--- src/rtl/nfc_pkg.sv ---
package nfc_pkg;
  typedef enum logic [1:0] {
    KIND_CMD   = 2'd0,
    KIND_ADDR  = 2'd1,
    KIND_READ  = 2'd2,
    KIND_WRITE = 2'd3
  } nfc_kind_e;

  typedef enum logic [2:0] {
    PH_IDLE,
    PH_SETUP,
    PH_STROBE,
    PH_HOLD,
    PH_DONE
  } nfc_phase_e;

  // field index inside a packed timing set
  localparam int FLD_SETUP  = 0;
  localparam int FLD_STROBE = 1;
  localparam int FLD_HOLD   = 2;
  localparam int FLD_HIZ    = 3;
  localparam int NUM_FLD    = 4;
endpackage

--- src/rtl/nfc_tim_sel.sv ---
module nfc_tim_sel
  import nfc_pkg::*;
#(
  parameter int TW = 8
) (
  input  logic                    space,
  input  nfc_kind_e               kind,
  input  logic                    prev_valid,
  input  nfc_kind_e               prev_kind,
  input  logic [NUM_FLD*TW-1:0]   cfg_common,
  input  logic [NUM_FLD*TW-1:0]   cfg_attr,
  input  logic [TW-1:0]           cle_gap,
  input  logic [TW-1:0]           ale_gap,
  output logic [TW-1:0]           setup_len,
  output logic [TW-1:0]           strobe_len,
  output logic [TW-1:0]           hold_len,
  output logic [TW-1:0]           hiz_len
);
  logic [TW-1:0] sel [NUM_FLD];
  logic [TW-1:0] gap;

  for (genvar f = 0; f < NUM_FLD; f++) begin : g_field
    assign sel[f] = space ? cfg_attr[f*TW +: TW] : cfg_common[f*TW +: TW];
  end

  always_comb begin
    gap = '0;
    if (kind == KIND_READ && prev_valid) begin
      if (prev_kind == KIND_CMD)       gap = cle_gap;
      else if (prev_kind == KIND_ADDR) gap = ale_gap;
    end
  end

  assign setup_len  = (gap > sel[FLD_SETUP]) ? gap : sel[FLD_SETUP];
  assign strobe_len = (sel[FLD_STROBE] == '0) ? TW'(1) : sel[FLD_STROBE];
  assign hold_len   = sel[FLD_HOLD];
  assign hiz_len    = sel[FLD_HIZ];
endmodule

--- src/rtl/nfc_phase_seq.sv ---
module nfc_phase_seq
  import nfc_pkg::*;
#(
  parameter int TW = 8
) (
  input  logic          clk,
  input  logic          rst_n,
  input  logic          start,
  input  logic [TW-1:0] setup_len,
  input  logic [TW-1:0] strobe_len,
  input  logic [TW-1:0] hold_len,
  input  logic          wait_en,
  input  logic          rb,
  output nfc_phase_e    phase,
  output logic          strobe_end
);
  logic [TW-1:0] cnt;
  logic [TW-1:0] strobe_r;
  logic [TW-1:0] hold_r;
  logic          stall;

  assign stall      = wait_en && !rb;
  assign strobe_end = (phase == PH_STROBE) && (cnt == '0) && !stall;

  always_ff @(posedge clk) begin
    if (!rst_n) begin
      phase    <= PH_IDLE;
      cnt      <= '0;
      strobe_r <= '0;
      hold_r   <= '0;
    end else begin
      unique case (phase)
        PH_IDLE: if (start) begin
          strobe_r <= strobe_len;
          hold_r   <= hold_len;
          if (setup_len != '0) begin
            phase <= PH_SETUP;
            cnt   <= setup_len - 1'b1;
          end else begin
            phase <= PH_STROBE;
            cnt   <= strobe_len - 1'b1;
          end
        end
        PH_SETUP: begin
          if (cnt == '0) begin
            phase <= PH_STROBE;
            cnt   <= strobe_r - 1'b1;
          end else begin
            cnt <= cnt - 1'b1;
          end
        end
        PH_STROBE: begin
          if (strobe_end) begin
            if (hold_r != '0) begin
              phase <= PH_HOLD;
              cnt   <= hold_r - 1'b1;
            end else begin
              phase <= PH_DONE;
            end
          end else if (cnt != '0) begin
            cnt <= cnt - 1'b1;
          end
        end
        PH_HOLD: begin
          if (cnt == '0) phase <= PH_DONE;
          else           cnt   <= cnt - 1'b1;
        end
        PH_DONE: phase <= PH_IDLE;
        default: phase <= PH_IDLE;
      endcase
    end
  end
endmodule

--- src/rtl/nfc_strobe_timer.sv ---
module nfc_strobe_timer
  import nfc_pkg::*;
#(
  parameter int DW = 8,
  parameter int TW = 8
) (
  input  logic            clk,
  input  logic            rst_n,
  input  logic            req_valid,
  output logic            req_ready,
  input  logic [1:0]      req_kind,
  input  logic            req_space,
  input  logic [DW-1:0]   req_data,
  input  logic [4*TW-1:0] cfg_common_tim,
  input  logic [4*TW-1:0] cfg_attr_tim,
  input  logic [TW-1:0]   cfg_cle_gap,
  input  logic [TW-1:0]   cfg_ale_gap,
  input  logic            wait_en,
  input  logic            nand_rb,
  output logic            nand_ce_n,
  output logic            nand_cle,
  output logic            nand_ale,
  output logic            nand_re_n,
  output logic            nand_we_n,
  output logic [DW-1:0]   dq_out,
  output logic            dq_oe,
  input  logic [DW-1:0]   dq_in,
  output logic            rsp_valid,
  output logic [DW-1:0]   rsp_data
);
  nfc_phase_e    phase;
  nfc_kind_e     kind_r;
  nfc_kind_e     prev_kind;
  logic          prev_valid;
  logic [DW-1:0] data_r;
  logic [TW-1:0] hz_cnt;
  logic [TW-1:0] setup_len, strobe_len, hold_len, hiz_len;
  logic          strobe_end;
  logic          accept;
  logic          active;

  assign req_ready = (phase == PH_IDLE);
  assign accept    = req_valid && req_ready;
  assign active    = (phase == PH_SETUP) || (phase == PH_STROBE) || (phase == PH_HOLD);

  nfc_tim_sel #(.TW(TW)) u_sel (
    .space      (req_space),
    .kind       (nfc_kind_e'(req_kind)),
    .prev_valid (prev_valid),
    .prev_kind  (prev_kind),
    .cfg_common (cfg_common_tim),
    .cfg_attr   (cfg_attr_tim),
    .cle_gap    (cfg_cle_gap),
    .ale_gap    (cfg_ale_gap),
    .setup_len  (setup_len),
    .strobe_len (strobe_len),
    .hold_len   (hold_len),
    .hiz_len    (hiz_len)
  );

  nfc_phase_seq #(.TW(TW)) u_seq (
    .clk        (clk),
    .rst_n      (rst_n),
    .start      (accept),
    .setup_len  (setup_len),
    .strobe_len (strobe_len),
    .hold_len   (hold_len),
    .wait_en    (wait_en),
    .rb         (nand_rb),
    .phase      (phase),
    .strobe_end (strobe_end)
  );

  always_ff @(posedge clk) begin
    if (!rst_n) begin
      kind_r     <= KIND_CMD;
      data_r     <= '0;
      hz_cnt     <= '0;
      prev_valid <= 1'b0;
      prev_kind  <= KIND_CMD;
      rsp_data   <= '0;
    end else begin
      if (accept) begin
        kind_r <= nfc_kind_e'(req_kind);
        data_r <= req_data;
        hz_cnt <= hiz_len;
      end else if (active && hz_cnt != '0) begin
        hz_cnt <= hz_cnt - 1'b1;
      end
      if (strobe_end && kind_r == KIND_READ) rsp_data <= dq_in;
      if (phase == PH_DONE) begin
        prev_valid <= 1'b1;
        prev_kind  <= kind_r;
      end
    end
  end

  assign nand_ce_n = !active;
  assign nand_cle  = active && (kind_r == KIND_CMD);
  assign nand_ale  = active && (kind_r == KIND_ADDR);
  assign nand_re_n = !((phase == PH_STROBE) && (kind_r == KIND_READ));
  assign nand_we_n = !((phase == PH_STROBE) && (kind_r != KIND_READ));
  assign dq_out    = data_r;
  assign dq_oe     = active && (kind_r != KIND_READ) &&
                     ((kind_r != KIND_WRITE) || (hz_cnt == '0));
  assign rsp_valid = (phase == PH_DONE);
endmodule

--- config.mk ---
export PLATFORM = sky130hd
export DESIGN_NAME = nfc_strobe_timer
export DESIGN_NICKNAME = d
export VERILOG_FILES = /design/src/rtl/nfc_pkg.sv /design/src/rtl/nfc_tim_sel.sv /design/src/rtl/nfc_phase_seq.sv /design/src/rtl/nfc_strobe_timer.sv
export SDC_FILE = /design/constraint.sdc
export NUM_CORES = 1
export LEC_CHECK = 0
export ABC_AREA = 1
export ABC_CLOCK_PERIOD_IN_PS = 3630
export BUFFER_PORTS_ARGS = -buffer_cell sky130_fd_sc_hd__buf_4
export CAP_MARGIN = 20
export CORE_ASPECT_RATIO = 1.2
export CORE_UTILIZATION = 54
export CTS_BUF_LIST = sky130_fd_sc_hd__clkbuf_4
export DETAILED_ROUTE_END_ITERATION = 7
export HOLD_SLACK_MARGIN = 0.15
export PLACE_DENSITY = 0.84
export REMOVE_ABC_BUFFERS = 1
export SLEW_MARGIN = 40
export SYNTH_ARGS = -nofsm -noshare
export SYNTH_HDL_FRONTEND = slang
export SYNTH_SLANG_ARGS = --single-unit
--- constraint.sdc ---
create_clock -name clk -period 3.63 [get_ports clk]
set_clock_uncertainty 0.05 [all_clocks]
set_input_delay 0.1815 -clock clk [delete_from_list [all_inputs] [get_ports clk]]
set_output_delay 0.1815 -clock clk [all_outputs]
set_load 0.02 [all_outputs]
# Yosys cells after proc, flatten, opt, wreduce, memory -nomap -nowiden
# Index checks and enable logic that the tools add are counted.
classes:
  muxes: 26
  n_addsub: 6
  order_cmp: 1
  reduce_logical: 36
  n_eq_ne: 17
op_table:
  columns: ["op", "n"]
  rows:
  - ["2-to-1 mux 8 bit", 18]
  - ["subtractor 8 x 1 -> 8 bit, second input constant", 6]
  - ["one-hot mux 8 bit (4 select lines)", 1]
  - ["nonzero test 8 bit", 4]
  - ["zero test 8 bit", 3]
  - ["2-to-1 mux 3 bit", 5]
  - ["logical AND 1 bit", 13]
  - ["one-hot mux 3 bit (4 select lines)", 1]
  - ["greater-than comparator 8 bit", 1]
  - ["!= test 2 bit, second input constant", 4]
  - ["== test 3 x 2 -> 1 bit, second input constant", 2]
  - ["!= test 2 x 1 -> 1 bit, second input constant", 3]
  - ["!= test 3 x 2 -> 1 bit, second input constant", 2]
  - ["zero test 1 bit", 5]
  - ["AND reduction 5 bit", 1]
  - ["== test 2 x 1 -> 1 bit, second input constant", 2]
  - ["== test 2 bit, second input constant", 2]
  - ["zero test 2 bit", 2]
  - ["AND reduction 4 bit", 1]
  - ["nonzero test 4 bit", 1]
  - ["== test 3 x 1 -> 1 bit, second input constant", 1]
  - ["== test 3 bit, second input constant", 1]
  - ["zero test 3 bit", 1]
  - ["logical OR 1 bit", 3]
  - ["3 further kinds", 3]
totals:
  in_bits: 104
  register_bits: 56

# Logic depth before layout (Yosys ltp)
depth:
  depth_word: 10
  mapped_depth: 30

# Modules after synthesis
# From an unflattened synthesis, not the netlist that was laid out.
hier_totals:
  cells_unflattened: 722
  area_unflattened_um2: 4344.2
modules_own_cells:
  columns: ["module", "seq_area_each_um2", "cells_per_inst", "area_each_um2", "n_inst"]
  rows:
  - ["nfc_phase_seq", 540.5, 337, 2057.0, 1]
  - ["nfc_strobe_timer", 580.6, 198, 1406.3, 1]
  - ["nfc_tim_sel", 0.0, 187, 880.8, 1]

# Worst setup path before layout
# OpenSTA, ideal clock, no wires.
synth_timing:
  kind: "reg2reg"
  startpoint: "reg prev_kind[1]"
  endpoint: "reg u_seq.cnt[6]"
  stages_incl_launch_ff: 27
  arrival_time_ns: 2.809
  required_ns: 3.510
  period_less_slack_ns: 2.929
  path_slack_ns: 0.701
  path_cell_list: "dfxtp_1 > or2_1 > inv_2 > nand2_1 > nand2_1 > nand2_1 > inv_1 > ha_1 > a21o_1 > nor2_2 > nand2_4 > nand2_4 > nand2_1 > nand2_2 > nand2_2 > nor2_8 > nand2_4 > o21ai_2 > inv_2 > ha_1 > inv_1 > nor2_2 > nand3_1 > nand2_1 > nand2_1 > nand2_1 > a21oi_1"
synth_via:
  elab_chain_len: 10
synth_rtl:
  columns: ["element", "line_no", "source"]
  rows:
  - ["start, declared", "nfc_strobe_timer.sv:33", "nfc_kind_e prev_kind;"]
  - ["start signal, assigned", "nfc_strobe_timer.sv:93", "prev_kind <= kind_r;"]
  - ["== test 2 x 1 -> 1 bit", "nfc_tim_sel.sv:30", "else if (prev_kind == KIND_ADDR) gap = ale_gap;"]
  - ["2-to-1 mux 8 bit", "nfc_tim_sel.sv:30", null]
  - ["2-to-1 mux 8 bit *", "nfc_tim_sel.sv:29", "if (prev_kind == KIND_CMD) gap = cle_gap;"]
  - ["2-to-1 mux 8 bit *", "nfc_tim_sel.sv:28", "if (kind == KIND_READ && prev_valid) begin"]
  - ["greater-than comparator 8 bit", "nfc_tim_sel.sv:34", "assign setup_len = (gap > sel[FLD_SETUP]) ? gap : sel[FLD_SETUP];"]
  - ["2-to-1 mux 8 bit *", "nfc_tim_sel.sv:34", null]
  - ["subtractor 8 x 1 -> 8 bit or nonzero test 8 bit (tied branches)", "nfc_phase_seq.sv:38, nfc_phase_seq.sv:36", null]
  - ["2-to-1 mux 8 bit *", "nfc_phase_seq.sv:36", "if (setup_len != '0) begin"]
  - ["2-to-1 mux 8 bit *", "nfc_phase_seq.sv:33", "PH_IDLE: if (start) begin"]
  - ["one-hot mux 8 bit (4 select lines) *", "nfc_phase_seq.sv:32", "unique case (phase)"]
  - ["end signal, assigned", "nfc_phase_seq.sv:38", "cnt <= setup_len - 1'b1;"]
  - ["end signal, assigned", "nfc_phase_seq.sv:41", "cnt <= strobe_len - 1'b1;"]
  - ["end signal, assigned", "nfc_phase_seq.sv:47", "cnt <= strobe_r - 1'b1;"]
  - ["end, declared", "nfc_phase_seq.sv:17", "logic [TW-1:0] cnt;"]
# Every way passes the cells marked *; elsewhere a longest branch is shown, timed or not. The select of a mux whose other input is x is not followed.
# A chain may end at the register's enable or synchronous reset.

# Worst setup path after layout
layout_timing:
  startpoint: "reg prev_kind[1]"
  endpoint: "reg u_seq.cnt[4]"
# The elaborated chain is that of the path after synthesis.

==> impl_metrics.csv <==
group,metric,value,unit
run_status,outcome,"finished clean",
worst_setup_path,timing_worst_setup_path_type,"reg2reg",
worst_setup_path,cp_slowest_cell,"dfxtp_1",
route,top_layer_used,"met4",
worst_setup_path,cp_slowest_stage_delay,0.36,ns
worst_setup_path,timing.reg2reg.worst_path_depth,29,
route,met3_length,756,um
cells_and_area,insertedDiodeCount,0,
route,detailroute.via_count,5040,
timing,final-setup-viol-count,0,
worst_setup_path,critical-path-top-cell-by-count,"nand2_1",
route,detail-route-antenna-nets,0,
placed_design,placement.io_buffers,127,
route,wirelength_met1,5.25,mm
timing,achievable-frequency,305,MHz
timing,timing.final.crit_share,0.903,
cells_and_area,register_cell_area_after_layout,0.00112,sq mm
cells_and_area,design.final.nets,933,
worst_hold_path,min_delay_path_depth,5,
clock_network,clockBufferDepth,2,
cells_and_area,multiInputGateArea,0.00260,sq mm
synth,synth_async_sr_flop_share,0,
clock_network,clkLatencyLatePin,0.40,ns
worst_setup_path,cp_top_family,"simple AND/OR/NAND/NOR gates",
global_route,grt_antenna_before_repair,0,
synth,syn-mean-instance-area,6.40,sq um
route,vias_per_cell,5.58,
route,detail_route.wl_per_cell,14.8,um
worst_setup_path,critPathRequiredTime,3.90,ns
cells_and_area,final_core_utilization,0.781,
floorplanning,design.portCount,128,
global_route,grt_overflow_total,0,
placed_design,place.gp.congestion,0.901,
timing,timing_max_transition_violations_final,0,
cells_and_area,layout-drive-gt1-share,0.221,
synth,postSynth.topFlopCell,"dfxtp_1",
clock_network,htree_num_levels,2,
clock_network,root_buffer,"clkbuf_4",
worst_setup_path,ff2ff_setup_slack,0.35,ns
route,drt_first_pass_iters,6,
clock_network,cts-buffers-inserted,5,
clock_network,tritoncts,"built",
worst_setup_path,crit-reg2reg-launch,"prev_kind[1]",
global_route,first_pass_grt_wire_length,21.8,mm
power,power.ir.vdd_worst,0.000512,V
clock_network,tritoncts_num_sinks,56,
synth,synthesis.yosys.warnings,0,
floorplanning,total_number_of_placement_rows,34,
timing,max-slew-margin-rel,0.422,
run,drv.max_cap_violation_count,0,
synth,synth-edff-count,0,
floorplanning,core_area,0.00732,sq mm
global_route,first_global_vias,4825,
worst_setup_path,endpoint_class_of_the_critical_path,"flop",
global_route,grt_start_max_net_pins,43,
route,drt_drc_violations_left,0,
worst_hold_path,hold_endpoint,"hz_cnt[0]",
timing,fin_setup_tns,0,ns
worst_setup_path,critical_path_peak_fanout,9,
timing,tightest_slew,0.864,ns
worst_setup_path,critical_path.startpoint_type,"flop",
clock_network,path_clk_slew,0.18,ns
synth,ys_seq_elements,56,
worst_setup_path,crit_buf_inv,4,
route,routed_wl,13.4,mm
power,cellPowerDensity,567,mW/mm^2
worst_hold_path,holdCritPathClass,"in2reg",
route,drt_iter0_drc,358,
power,power.total,0.00324,W
worst_setup_path,rr_endpoint,"u_seq.cnt[4]",
cells_and_area,area.growth.synth_to_final,39.5,%
synth,synth_seq_area_share,0.274,
floorplanning,die_width,81.5,um
timing,timing.final.hold_violations,0,
synth,synth.lib_cells_used.distinct,47,
power,cellLeakagePower,2.87,nW
floorplanning,floorplan.initialDensity,0.560,
route,met2_length,6.98,mm
timing,finalCriticalPeriod,3.28,ns
timing,grt_setup_unrepaired,"false",
worst_hold_path,worst_hold_startpoint,"cfg_common_tim[24]",
floorplanning,die_area,0.00794,sq mm
synth,syn-instance-count,640,
global_route,gr-usage-all-layers,0.348,
placed_design,dp.final_hpwl,9.03,mm
floorplanning,die_height,97.4,um
worst_setup_path,critical_path_arrival,3.55,ns
cells_and_area,num-fill-cells,548,
synth,synth_area,0.00410,sq mm
registers in the layout, indices dropped and copies added (netlist names):
name and flops:
dq_out 8, rsp_data 8, u_seq.hold_r 8, kind_r 2
u_seq.strobe_r 8, u_seq.phase 3, hz_cnt 8, prev_valid 1
u_seq.cnt 8, prev_kind 2
report_power, final:
group	internal [W]	switching [W]	total, W
Combinational	0.000769	0.00123	0.00200
Clock	0.0000788	0.000217	0.000296
Sequential	0.000789	0.000158	0.000947
Total	0.00164	0.00160	0.00324
synthesized netlist by cell type (all sizes together) (3+ instances only):
cell / count / share of area
dfxtp: 56 / 0.27
nor2: 70 / 0.076
a21oi: 56 / 0.069
nor3: 11 / 0.015
o211ai: 6 / 0.011
a31oi: 12 / 0.018
nand3: 36 / 0.045
mux2i: 9 / 0.022
ha: 16 / 0.049
nand2: 174 / 0.17
xnor2: 3 / 0.0064
xor2: 9 / 0.019
buf: 7 / 0.012
nand4: 5 / 0.015
or2: 4 / 0.0061
o21ai: 59 / 0.075
clkbuf: 14 / 0.013
inv: 73 / 0.067
a221oi: 3 / 0.0064
placed cells by master, fill, tap and decap left out, types with 2 or more instances in the layout:
cell type / netlist / final
nand2_1: 163 / 162
buf_4: 1 / 133
inv_1: 65 / 64
nor2_1: 63 / 62
dfxtp_1: 56 / 56
a21oi_1: 55 / 54
dlygate4sd3_1: 0 / 54
o21ai_0: 52 / 52
nand3_1: 35 / 35
ha_1: 16 / 16
a31oi_1: 12 / 12
nor3_1: 10 / 10
mux2i_1: 9 / 9
inv_2: 8 / 9
nand2_2: 8 / 9
xor2_1: 9 / 9
o211ai_1: 6 / 6
nor2_2: 4 / 5
clkbuf_4: 0 / 5
o21ai_1: 4 / 4
nand2_4: 3 / 3
o21ai_2: 3 / 3
nand4_1: 3 / 3
xnor2_1: 3 / 3
a221oi_1: 3 / 3
or2_1: 2 / 2
a21oi_2: 1 / 2
nand4_4: 2 / 2
nor2_8: 2 / 2
o21a_1: 2 / 2
nor4_1: 2 / 2
nor3b_1: 2 / 2
o22ai_1: 2 / 2
a211oi_1: 2 / 2
what timing repair did:
action | 4_1_cts | 5_1_grt
gates resized for setup | 0 | 2
setup buffers | 0 | 3
endpoints found under the setup margin | 0 | 2
hold endpoints to repair | 34 | 0
hold buffers | 54 | 0
per-stage QoR:
stage / setup slack (ns) / instance area [sq um] / hold WS, ns / std cells
finish: 0.353 / 5710 / 0.153 / 904
global route: 0.0225 / 5710 / 0.192 / 904
CTS: 0.303 / 5690 / 0.167 / 901
detailed placement: 0.378 / 5080 / 0.362 / 839
global placement: 0.506 / 5080 / 0.355 / 839
floorplan: 0.188 / 3990 / 0.266 / 619
how the worst max path moves through the flow:
stage,startpoint,depth (start not counted),to,slack (ns)
after CTS,prev_kind[1],29,u_seq.cnt[4],0.30
after detailed placement,prev_kind[1],29,u_seq.cnt[4],0.38
after floorplan,u_seq.phase[0],10,hz_cnt[6],0.19
after global routing,prev_kind[1],29,u_seq.cnt[4],0.02
after global placement,prev_kind[1],26,u_seq.cnt[4],0.51
final,prev_kind[1],29,u_seq.cnt[4],0.35
worst min-delay path: cells and delay by family:
| family | cells | cell delay (ns) |
|---|---|---|
| buffers and inverters | 1 | 0.11 |
| AO/OA/AOI/OAI | 3 | 0.24 |
| AND/OR/NAND/NOR | 1 | 0.05 |
kinds of logic (layout without fill, tap and decap cells):
kind of cell	count (synthesis)	in the layout	synth area share
simple gates	305	305	0.336
fa+ha+maj	16	16	0.0489
compound gates	147	147	0.201
flops	56	56	0.274
mux	9	9	0.0220
buf+inv	95	269	0.0929
xor+xnor	12	12	0.0257
metal layers:
metal / GRT usage / vias up
met5: 0 / -
met4: 0.144 / 0
met3: 0.0507 / 38
met2: 0.609 / 230
met1: 0.410 / 2308
li1: - / 2464
layout make-up:
cell class,count,share of cell area
clock buffer,5,0.00657
clock inverter,3,0.00394
inverter,74,0.0486
multi-input combinational,489,0.456
sequential,56,0.196
tap,90,0.0197
timing repair buffer,187,0.269
Power figures use the tool's default switching activity.
